<file path="src/rtl/acc_cpu_pkg.sv">
package acc_cpu_pkg;

    localparam int OP_W = 4;

    localparam logic [OP_W-1:0] OPC_ADD   = 4'b0001;
    localparam logic [OP_W-1:0] OPC_STORE = 4'b0010;
    localparam logic [OP_W-1:0] OPC_JUMP  = 4'b0011;

    typedef enum logic [4:0] {
        S_START,
        S_F_AR,
        S_F_RD,
        S_F_DR,
        S_F_IR,
        S_DECODE,
        S_ADD_AR,
        S_ADD_RD,
        S_ADD_DR,
        S_ADD_AC,
        S_ST_AR,
        S_ST_DR,
        S_ST_WR,
        S_JMP,
        S_IRQ_CHK,
        S_INT_AR,
        S_INT_DR,
        S_INT_WR,
        S_INT_PC
    } cpu_state_e;

    // One-hot style register-transfer strobes issued by the controller
    typedef struct packed {
        logic ar_from_pc;
        logic ar_from_dr;
        logic ar_from_save;
        logic dr_from_mem;
        logic dr_from_ac;
        logic dr_from_pc;
        logic ir_load;
        logic pc_inc;
        logic pc_from_dr;
        logic pc_from_vec;
        logic ac_add;
        logic mask_set;
        logic mem_we;
    } xfer_t;

endpackage

</file>
<file path="src/rtl/acc_cpu_ctrl.sv">
module acc_cpu_ctrl
    import acc_cpu_pkg::*;
(
    input  logic                clk,
    input  logic                rst_n,
    input  logic                run,
    input  logic                irq,
    input  logic                mask,
    input  logic [OP_W-1:0]     ir,
    output cpu_state_e          state,
    output xfer_t               xfer
);

    cpu_state_e state_nx;

    // State register
    always_ff @(posedge clk or negedge rst_n) begin
        if (!rst_n) state <= S_START;
        else        state <= state_nx;
    end

    // Next-state logic
    always_comb begin
        state_nx = state;
        unique case (state)
            S_START:   state_nx = run ? S_F_AR : S_START;
            S_F_AR:    state_nx = S_F_RD;
            S_F_RD:    state_nx = S_F_DR;
            S_F_DR:    state_nx = S_F_IR;
            S_F_IR:    state_nx = S_DECODE;
            S_DECODE: begin
                if      (ir == OPC_ADD)   state_nx = S_ADD_AR;
                else if (ir == OPC_STORE) state_nx = S_ST_AR;
                else if (ir == OPC_JUMP)  state_nx = S_JMP;
                else                      state_nx = S_IRQ_CHK;
            end
            S_ADD_AR:  state_nx = S_ADD_RD;
            S_ADD_RD:  state_nx = S_ADD_DR;
            S_ADD_DR:  state_nx = S_ADD_AC;
            S_ADD_AC:  state_nx = S_IRQ_CHK;
            S_ST_AR:   state_nx = S_ST_DR;
            S_ST_DR:   state_nx = S_ST_WR;
            S_ST_WR:   state_nx = S_IRQ_CHK;
            S_JMP:     state_nx = S_IRQ_CHK;
            S_IRQ_CHK: state_nx = (irq && !mask) ? S_INT_AR : S_START;
            S_INT_AR:  state_nx = S_INT_DR;
            S_INT_DR:  state_nx = S_INT_WR;
            S_INT_WR:  state_nx = S_INT_PC;
            S_INT_PC:  state_nx = S_START;
            default:   state_nx = S_START;
        endcase
    end

    // Output decode: one register transfer per state
    always_comb begin
        xfer = '0;
        unique case (state)
            S_F_AR:   xfer.ar_from_pc   = 1'b1;
            S_F_DR:   xfer.dr_from_mem  = 1'b1;
            S_F_IR: begin
                xfer.ir_load = 1'b1;
                xfer.pc_inc  = 1'b1;
            end
            S_ADD_AR: xfer.ar_from_dr   = 1'b1;
            S_ADD_DR: xfer.dr_from_mem  = 1'b1;
            S_ADD_AC: xfer.ac_add       = 1'b1;
            S_ST_AR:  xfer.ar_from_dr   = 1'b1;
            S_ST_DR:  xfer.dr_from_ac   = 1'b1;
            S_ST_WR:  xfer.mem_we       = 1'b1;
            S_JMP:    xfer.pc_from_dr   = 1'b1;
            S_INT_AR: xfer.ar_from_save = 1'b1;
            S_INT_DR: xfer.dr_from_pc   = 1'b1;
            S_INT_WR: xfer.mem_we       = 1'b1;
            S_INT_PC: begin
                xfer.pc_from_vec = 1'b1;
                xfer.mask_set    = 1'b1;
            end
            default:  xfer = '0;
        endcase
    end

endmodule

</file>
<file path="src/rtl/acc_cpu_dp.sv">
module acc_cpu_dp
    import acc_cpu_pkg::*;
#(
    parameter int ADDR_W    = 12,
    parameter int SAVE_ADDR = 0,
    parameter int VEC_ADDR  = 1
) (
    input  logic                     clk,
    input  logic                     rst_n,
    input  xfer_t                    xfer,
    input  logic [ADDR_W+OP_W-1:0]   mem_rdata,
    output logic [ADDR_W-1:0]        pc,
    output logic [ADDR_W-1:0]        ar,
    output logic [ADDR_W+OP_W-1:0]   dr,
    output logic [ADDR_W+OP_W-1:0]   ac,
    output logic [OP_W-1:0]          ir,
    output logic                     mask
);

    localparam int DATA_W = ADDR_W + OP_W;
    localparam logic [ADDR_W-1:0] SAVE_A = ADDR_W'(SAVE_ADDR);
    localparam logic [ADDR_W-1:0] VEC_A  = ADDR_W'(VEC_ADDR);

    always_ff @(posedge clk or negedge rst_n) begin
        if (!rst_n) begin
            pc   <= '0;
            ar   <= '0;
            dr   <= '0;
            ac   <= '0;
            ir   <= '0;
            mask <= 1'b0;
        end else begin
            if (xfer.ar_from_pc)        ar <= pc;
            else if (xfer.ar_from_dr)   ar <= dr[ADDR_W-1:0];
            else if (xfer.ar_from_save) ar <= SAVE_A;

            if (xfer.dr_from_mem)       dr <= mem_rdata;
            else if (xfer.dr_from_ac)   dr <= ac;
            else if (xfer.dr_from_pc)   dr <= {{OP_W{1'b0}}, pc};

            if (xfer.ir_load)           ir <= dr[DATA_W-1 -: OP_W];

            if (xfer.pc_inc)            pc <= pc + 1'b1;
            else if (xfer.pc_from_dr)   pc <= dr[ADDR_W-1:0];
            else if (xfer.pc_from_vec)  pc <= VEC_A;

            if (xfer.ac_add)            ac <= ac + dr;

            if (xfer.mask_set)          mask <= 1'b1;
        end
    end

endmodule

</file>
<file path="src/rtl/acc_cpu.sv">
module acc_cpu
    import acc_cpu_pkg::*;
#(
    parameter int ADDR_W    = 12,
    parameter int SAVE_ADDR = 0,
    parameter int VEC_ADDR  = 1
) (
    input  logic                   clk,
    input  logic                   rst_n,
    input  logic                   run,
    input  logic                   irq,
    output logic [ADDR_W-1:0]      mem_addr,
    output logic [ADDR_W+3:0]      mem_wdata,
    input  logic [ADDR_W+3:0]      mem_rdata,
    output logic                   mem_we
);

    localparam int DATA_W = ADDR_W + OP_W;

    cpu_state_e           state;
    xfer_t                xfer;
    logic [ADDR_W-1:0]    pc;
    logic [ADDR_W-1:0]    ar;
    logic [DATA_W-1:0]    dr;
    logic [DATA_W-1:0]    ac;
    logic [OP_W-1:0]      ir;
    logic                 mask;

    acc_cpu_ctrl u_ctrl (
        .clk   (clk),
        .rst_n (rst_n),
        .run   (run),
        .irq   (irq),
        .mask  (mask),
        .ir    (ir),
        .state (state),
        .xfer  (xfer)
    );

    acc_cpu_dp #(
        .ADDR_W    (ADDR_W),
        .SAVE_ADDR (SAVE_ADDR),
        .VEC_ADDR  (VEC_ADDR)
    ) u_dp (
        .clk       (clk),
        .rst_n     (rst_n),
        .xfer      (xfer),
        .mem_rdata (mem_rdata),
        .pc        (pc),
        .ar        (ar),
        .dr        (dr),
        .ac        (ac),
        .ir        (ir),
        .mask      (mask)
    );

    assign mem_addr  = ar;
    assign mem_wdata = dr;
    assign mem_we    = xfer.mem_we;

endmodule

</file>
<file path="config.mk">
export PLATFORM = sky130hd
export DESIGN_NAME = acc_cpu
export DESIGN_NICKNAME = d
export VERILOG_FILES = /design/src/rtl/acc_cpu_pkg.sv /design/src/rtl/acc_cpu_ctrl.sv /design/src/rtl/acc_cpu_dp.sv /design/src/rtl/acc_cpu.sv
export SDC_FILE = /design/constraint.sdc
export NUM_CORES = 1
export LEC_CHECK = 0
export CAP_MARGIN = 20
export CORE_UTILIZATION = 55
export CTS_BUF_LIST = sky130_fd_sc_hd__clkbuf_16
export DETAILED_ROUTE_END_ITERATION = 10
export PLACE_DENSITY = 0.89
export SLEW_MARGIN = 40
export SYNTH_ARGS = -nofsm -noshare
export SYNTH_HDL_FRONTEND = slang
export SYNTH_SLANG_ARGS = --single-unit
</file>
<file path="constraint.sdc">
create_clock -name clk -period 3.1 [get_ports clk]
set_clock_uncertainty 0.2 [all_clocks]
set_input_delay 0.775 -clock clk [delete_from_list [all_inputs] [get_ports clk]]
set_output_delay 0.775 -clock clk [all_outputs]
set_load 0.02 [all_outputs]
</file>
# After elaboration in Yosys (flattened, before gate mapping)
# Cells that the tools add are included.
# Widths: inputs -> output; s select.
# op_classes
n_addsub,2
mul,0
n_div,0
n_shift,0
bitwise_logic,0
mux,26
n_eq_ne,21
n_reduce_logical,10
n_lt_le_gt_ge,0
# ops
op,count
$pmux 5 s16,1
$mux 12,6
$mux 16,3
$eq 5x4->1 const B,8
$eq 5x3->1 const B,4
$add 16x16->16,1
$eq 5x5->1 const B,3
$add 12x1->12 const B,1
$mux 1,11
$eq 5x2->1 const B,2
$mux 5,2
$reduce_bool 3->1,3
$eq 4x2->1 const B,2
$reduce_or 2->1,3
$eq 5x1->1 const B,1
$logic_not 5->1,1
$eq 4x1->1 const B,1
$mux 2,2
$mux 4,1
$reduce_or 3->1,1
$logic_and 1x1->1,1
$logic_not 1->1,1
# totals
rom_bits,0
register_bits,66
in_bits,20
mem_count,0
elab_cells,66
ramBits,0
out_inout_bits,29
latch_bits,0

# Longest topological paths before layout
# depth
word_depth,5
depth_mapped,8
depth_no_buf,7

# By module
# Synthesis repeated with hierarchy kept, for this count alone.
# unflattened
hier_cells,469
hier_area_um2,4231.6
# modules_own_cells
module,area_each_um2,seq_area_each_um2,n_inst,cells_each
acc_cpu_dp,3642.2,1526.5,1,398
acc_cpu_ctrl,589.3,125.1,1,71

# Least setup slack after synthesis
# OpenSTA, ideal clock, no wires.
# synth_path
path_kind,register -> register
from,register u_dp.dr[0]
to,register u_dp.ac[14]
synth_period_minus_slack_ns,2.529
path_slack_ns,0.571
required_time_ns,2.769
setup_ns,0.131
stages_incl_launch_ff,8
n_path_buf,0
arrival_ns,2.198
path_cell_list,dfrtp_1 -> ha_1 -> fa_1 -> a21o_1 -> a311oi_1 -> or2_2 -> o41ai_1 -> or3_1
# synth_between
elab_chain_len,1
# synth_lines
element,line,source
from (decl),acc_cpu_dp.sv:14,"output logic [ADDR_W+OP_W-1:0] dr,"
from (signal assigned),acc_cpu_dp.sv:37,if (xfer.dr_from_mem) dr <= mem_rdata;
from (signal assigned),acc_cpu_dp.sv:39,"else if (xfer.dr_from_pc) dr <= {{OP_W{1'b0}}, pc};"
$add 16x16->16,acc_cpu_dp.sv:47,if (xfer.ac_add) ac <= ac + dr;
to (signal assigned),acc_cpu_dp.sv:47,
to (decl),acc_cpu_dp.sv:15,"output logic [ADDR_W+OP_W-1:0] ac,"
# No other way between the ends.
# A chain may end at the register's enable or synchronous reset.

# Worst setup path after layout
# layout_path
from,register u_ctrl.state[4]
to,output mem_we
# layout_between
elab_chain_len,3
elab_cells_between_ends,4
classes_between,eq/ne (2); mux (1); reduce/logical (1)
# layout_lines
element,line,source
from (decl),acc_cpu_ctrl.sv:10,"output cpu_state_e state,"
from (signal assigned),acc_cpu_ctrl.sv:19,else state <= state_nx;
$eq 5x4->1 or $eq 5x5->1 (tied branches),acc_cpu_ctrl.sv:57,unique case (state)
$reduce_or 2->1 (no line) (*),--,
$mux 1 (*),acc_cpu_ctrl.sv:57,
to (decl),acc_cpu.sv:15,output logic mem_we
# Mark *: on every way between the ends. The rest lies on a longest branch, timed or not.

==> key figures <==
STA
  – FMAX: between 0.3 and 0.4 GHz
  – Final number of setup-violating endpoints: 0
  – Final slew viol count: 0
  – Hold Violations, Final: 0
  – Final worst path period share: 0.963
  – Max transition margin: 0.529
  – Worst setup margin: 114 ps
  – RSZ-0062 raised after global routing: no
  – Crit path time final: 2990 ps
  – Least-Margin Pin Slew: about 710 ps
  – Final TNS setup: 0 ps

Synthesis
  – Seq/Total Area, Yosys: 0.390
  – Post-synth cell types: 76
  – Post-synth EDFFs: 0
  – Post-synthesis simple-gate area fraction: 0.176
  – Adder-Cell Fraction of Synth Area: 0.0520
  – Largest family of logic cells by synthesized area: compound AO/OA/AOI/OAI gates
  – Syn. warnings: 0
  – Compound-Gate Fraction of Synth Area: 0.242
  – Xor/xnor share of the synthesized area: 0.0248
  – Syn nets: 500
  – Synth Area per Inst: 9.14 um2
  – Synth Register Bits: 66
  – Async SR Flop Fraction: 1.00
  – Mapped cell area: ~4200 um2
  – Mapped Cells: 463
  – Top_reg_cell synth: dfrtp_1
  – Multiplexer area fraction after synthesis: 0.0650

Routing
  – Post-route ant nets: 0
  – Vias: 3905
  – DRC: 0
  – Routed vias/inst: 6.41
  – Router iterations before antenna repair: 5
  – Drt wl/cell: 17.9 um
  – DRT iter0 DRCs: about 410
  – Total Wirelength: 10900 um

GRT
  – Largest net degree at the start of global routing: 67
  – Vias in the first global route: 3742
  – Global-route usage over all layers: 0.290
  – Global-route wire length before repair: 18900 um
  – Total grt overflow: 0
  – Antenna violations before repair: 0

Clocking
  – Hold-fix buffers, CTS: 0
  – Buffer count from post-CTS setup fixing: 0
  – CTS Sinks: 66
  – CTS tree: yes
  – TritonCTS Buffers: 9
  – Clk_lat worst skew: 330 ps
  – Clk buf depth: 2
  – Resize count post-CTS: 0
  – H-tree level count: 3
  – Root Buffer: clkbuf_16
  – Worst-path clk slew: 60 ps

Critical path
  – CP required: 2120 ps
  – CP Buf/Inv Count: 1
  – Crit path kind: reg -> out
  – CP Launch Type: flop
  – Worst endpoint data arrival time: 2010 ps
  – Worst path cell trace: or3_1, a21oi_1, clkdlybuf4s50_1
  – Delay-heaviest family, CP: buffers and inverters
  – CP endpoint kind: primary output
  – Worst Reg-to-Reg Cells: 7
  – Levels on crit path: 3
  – Worst path slowest cell: clkdlybuf4s50_1
  – CP startpoint: u_ctrl.state[4]
  – Crit Path Max Fanout: 8
  – Worst R2R Start: u_dp.dr[0]
  – CP max stage delay: 630 ps

Floorplanning
  – Die width: 89.7 um
  – Vertical die dimension: around 90 um
  – Initial Util: 0.577
  – Die area: roughly 8100 um2
  – Area of the core: 7330 um2
  – Top Ports: 49
  – Placement row count: 31

Placement
  – Port Buffers: 48
  – Dpl cells: around 600
  – Post-place setup slack: between 400 and 500 ps
  – HPWL after DPL: about 7500 um
  – Routability cong.: 0.942

Cells and area
  – Nets: 542
  – Fill cells: just over 500
  – Number of diodes: 0
  – Layout cells sized above 1: 0.110
  – Post-route insts no fill: 609
  – Layout Area Growth over Synthesis: 20.8%

Outcome
  – Status: finished clean

Pwr
  – PwrDens: between 1000 and 1500 nW/um2
  – Maximum VDD drop: around 0.00062 V
  – Leakage power total: 2.35 nW

Job
  – Max cap viols: 0

Hold path
  – Worst hold path type: in -> async
## state kept, by name, summed over array words and instances (netlist names)
register / cells
u_dp.pc: 12
u_dp.ac: 16
u_dp.dr: 16
u_ctrl.state: 5
u_dp.ar: 12
u_dp.ir: 4
u_dp.mask: 1
## final timing paths
| path | endpoint | slack (ps) |
|---|---|---|
| setup / recovery | mem_we | 110 |
| hold / removal | u_dp.ir[0] | 250 |
| setup reg to reg | u_dp.ac[14] | 290 |
| hold reg to reg | u_dp.mask | 250 |
| max in group asynchronous | u_dp.ar[3] | 2150 |
| min in group clk | u_dp.mask | 250 |
## area by class of cell
cell class / instances / area (um2) / share of cell area
clock buffers: 9 / 225 / 0.0440
flip-flops and latches: 66 / 1650 / 0.323
inverters: 16 / 60.1 / 0.0117
repair buffers: 60 / 578 / 0.113
well taps: 99 / 124 / 0.0242
clock inverters: 7 / 98.8 / 0.0193
multi-input cells: 352 / 2380 / 0.465
## layout by cell type (no fill, tap or decap), types with 4 or more instances in the layout
master,synthesis,final
nor2_1,13,13
clkdlybuf4s50_1,0,47
xnor2_1,6,6
o21ai_0,28,28
buf_4,4,11
inv_1,15,15
mux2_2,12,12
mux2i_1,14,14
o211ai_1,7,7
nand3_1,14,14
xor2_1,6,6
dfrtp_1,66,66
ha_1,16,16
a22o_1,11,11
o21ai_1,12,12
a222oi_1,4,4
nand2_1,72,72
a22oi_1,4,4
a21o_1,16,16
clkbuf_16,0,9
nand4_1,5,5
a21oi_1,22,22
nor3_1,12,12
## report_power, final
group	switching, mW	internal (mW)	leakage (nW)
sequential	0.465	1.25	0.850
clock	0.402	0.711	0.158
combinational	1.84	1.35	1.34
## kinds of logic (layout without fill, tap and decap cells)
group,after synthesis,after routing
xor+xnor,12,12
compound gates,146,146
fa+ha+maj,17,17
mux,26,26
simple gates,151,151
buf+inv,45,92
flops,66,66
## Yosys cell counts, drive strengths merged (10+ instances only)
cell | count | share of area
nand2 | 73 | 0.065
dfrtp | 66 | 0.39
o21ai | 40 | 0.047
a21oi | 23 | 0.028
buf | 19 | 0.027
a21o | 17 | 0.030
ha | 16 | 0.047
inv | 16 | 0.014
mux2i | 14 | 0.033
nand3 | 14 | 0.017
nor2 | 14 | 0.013
mux2 | 12 | 0.032
nor3 | 12 | 0.014
a22o | 11 | 0.023
clkbuf | 10 | 0.0089
## through the flow
step / hold slack [ps] / power (mW) / cell area, um2 / utilization
global placement: 231 / 4.66 / 4780 / 0.652
finish: 248 / 6.02 / 5110 / 0.698
floorplan: 219 / 3.91 / 4230 / -
CTS: 250 / 5.98 / 5110 / 0.698
detailed placement: 236 / 4.81 / 4790 / 0.653
global route: 281 / 6.44 / 5110 / 0.698
## metal layers
metal / vias up / GRT usage / part of all wire
met3: 34 / 0.0457 / 0.074
met5: - / 0 / 0
met4: 0 / 0.108 / 0.026
li1: 1806 / - / -
met2: 186 / 0.463 / 0.47
met1: 1879 / 0.398 / 0.43
(Power assumes the default switching activity.)
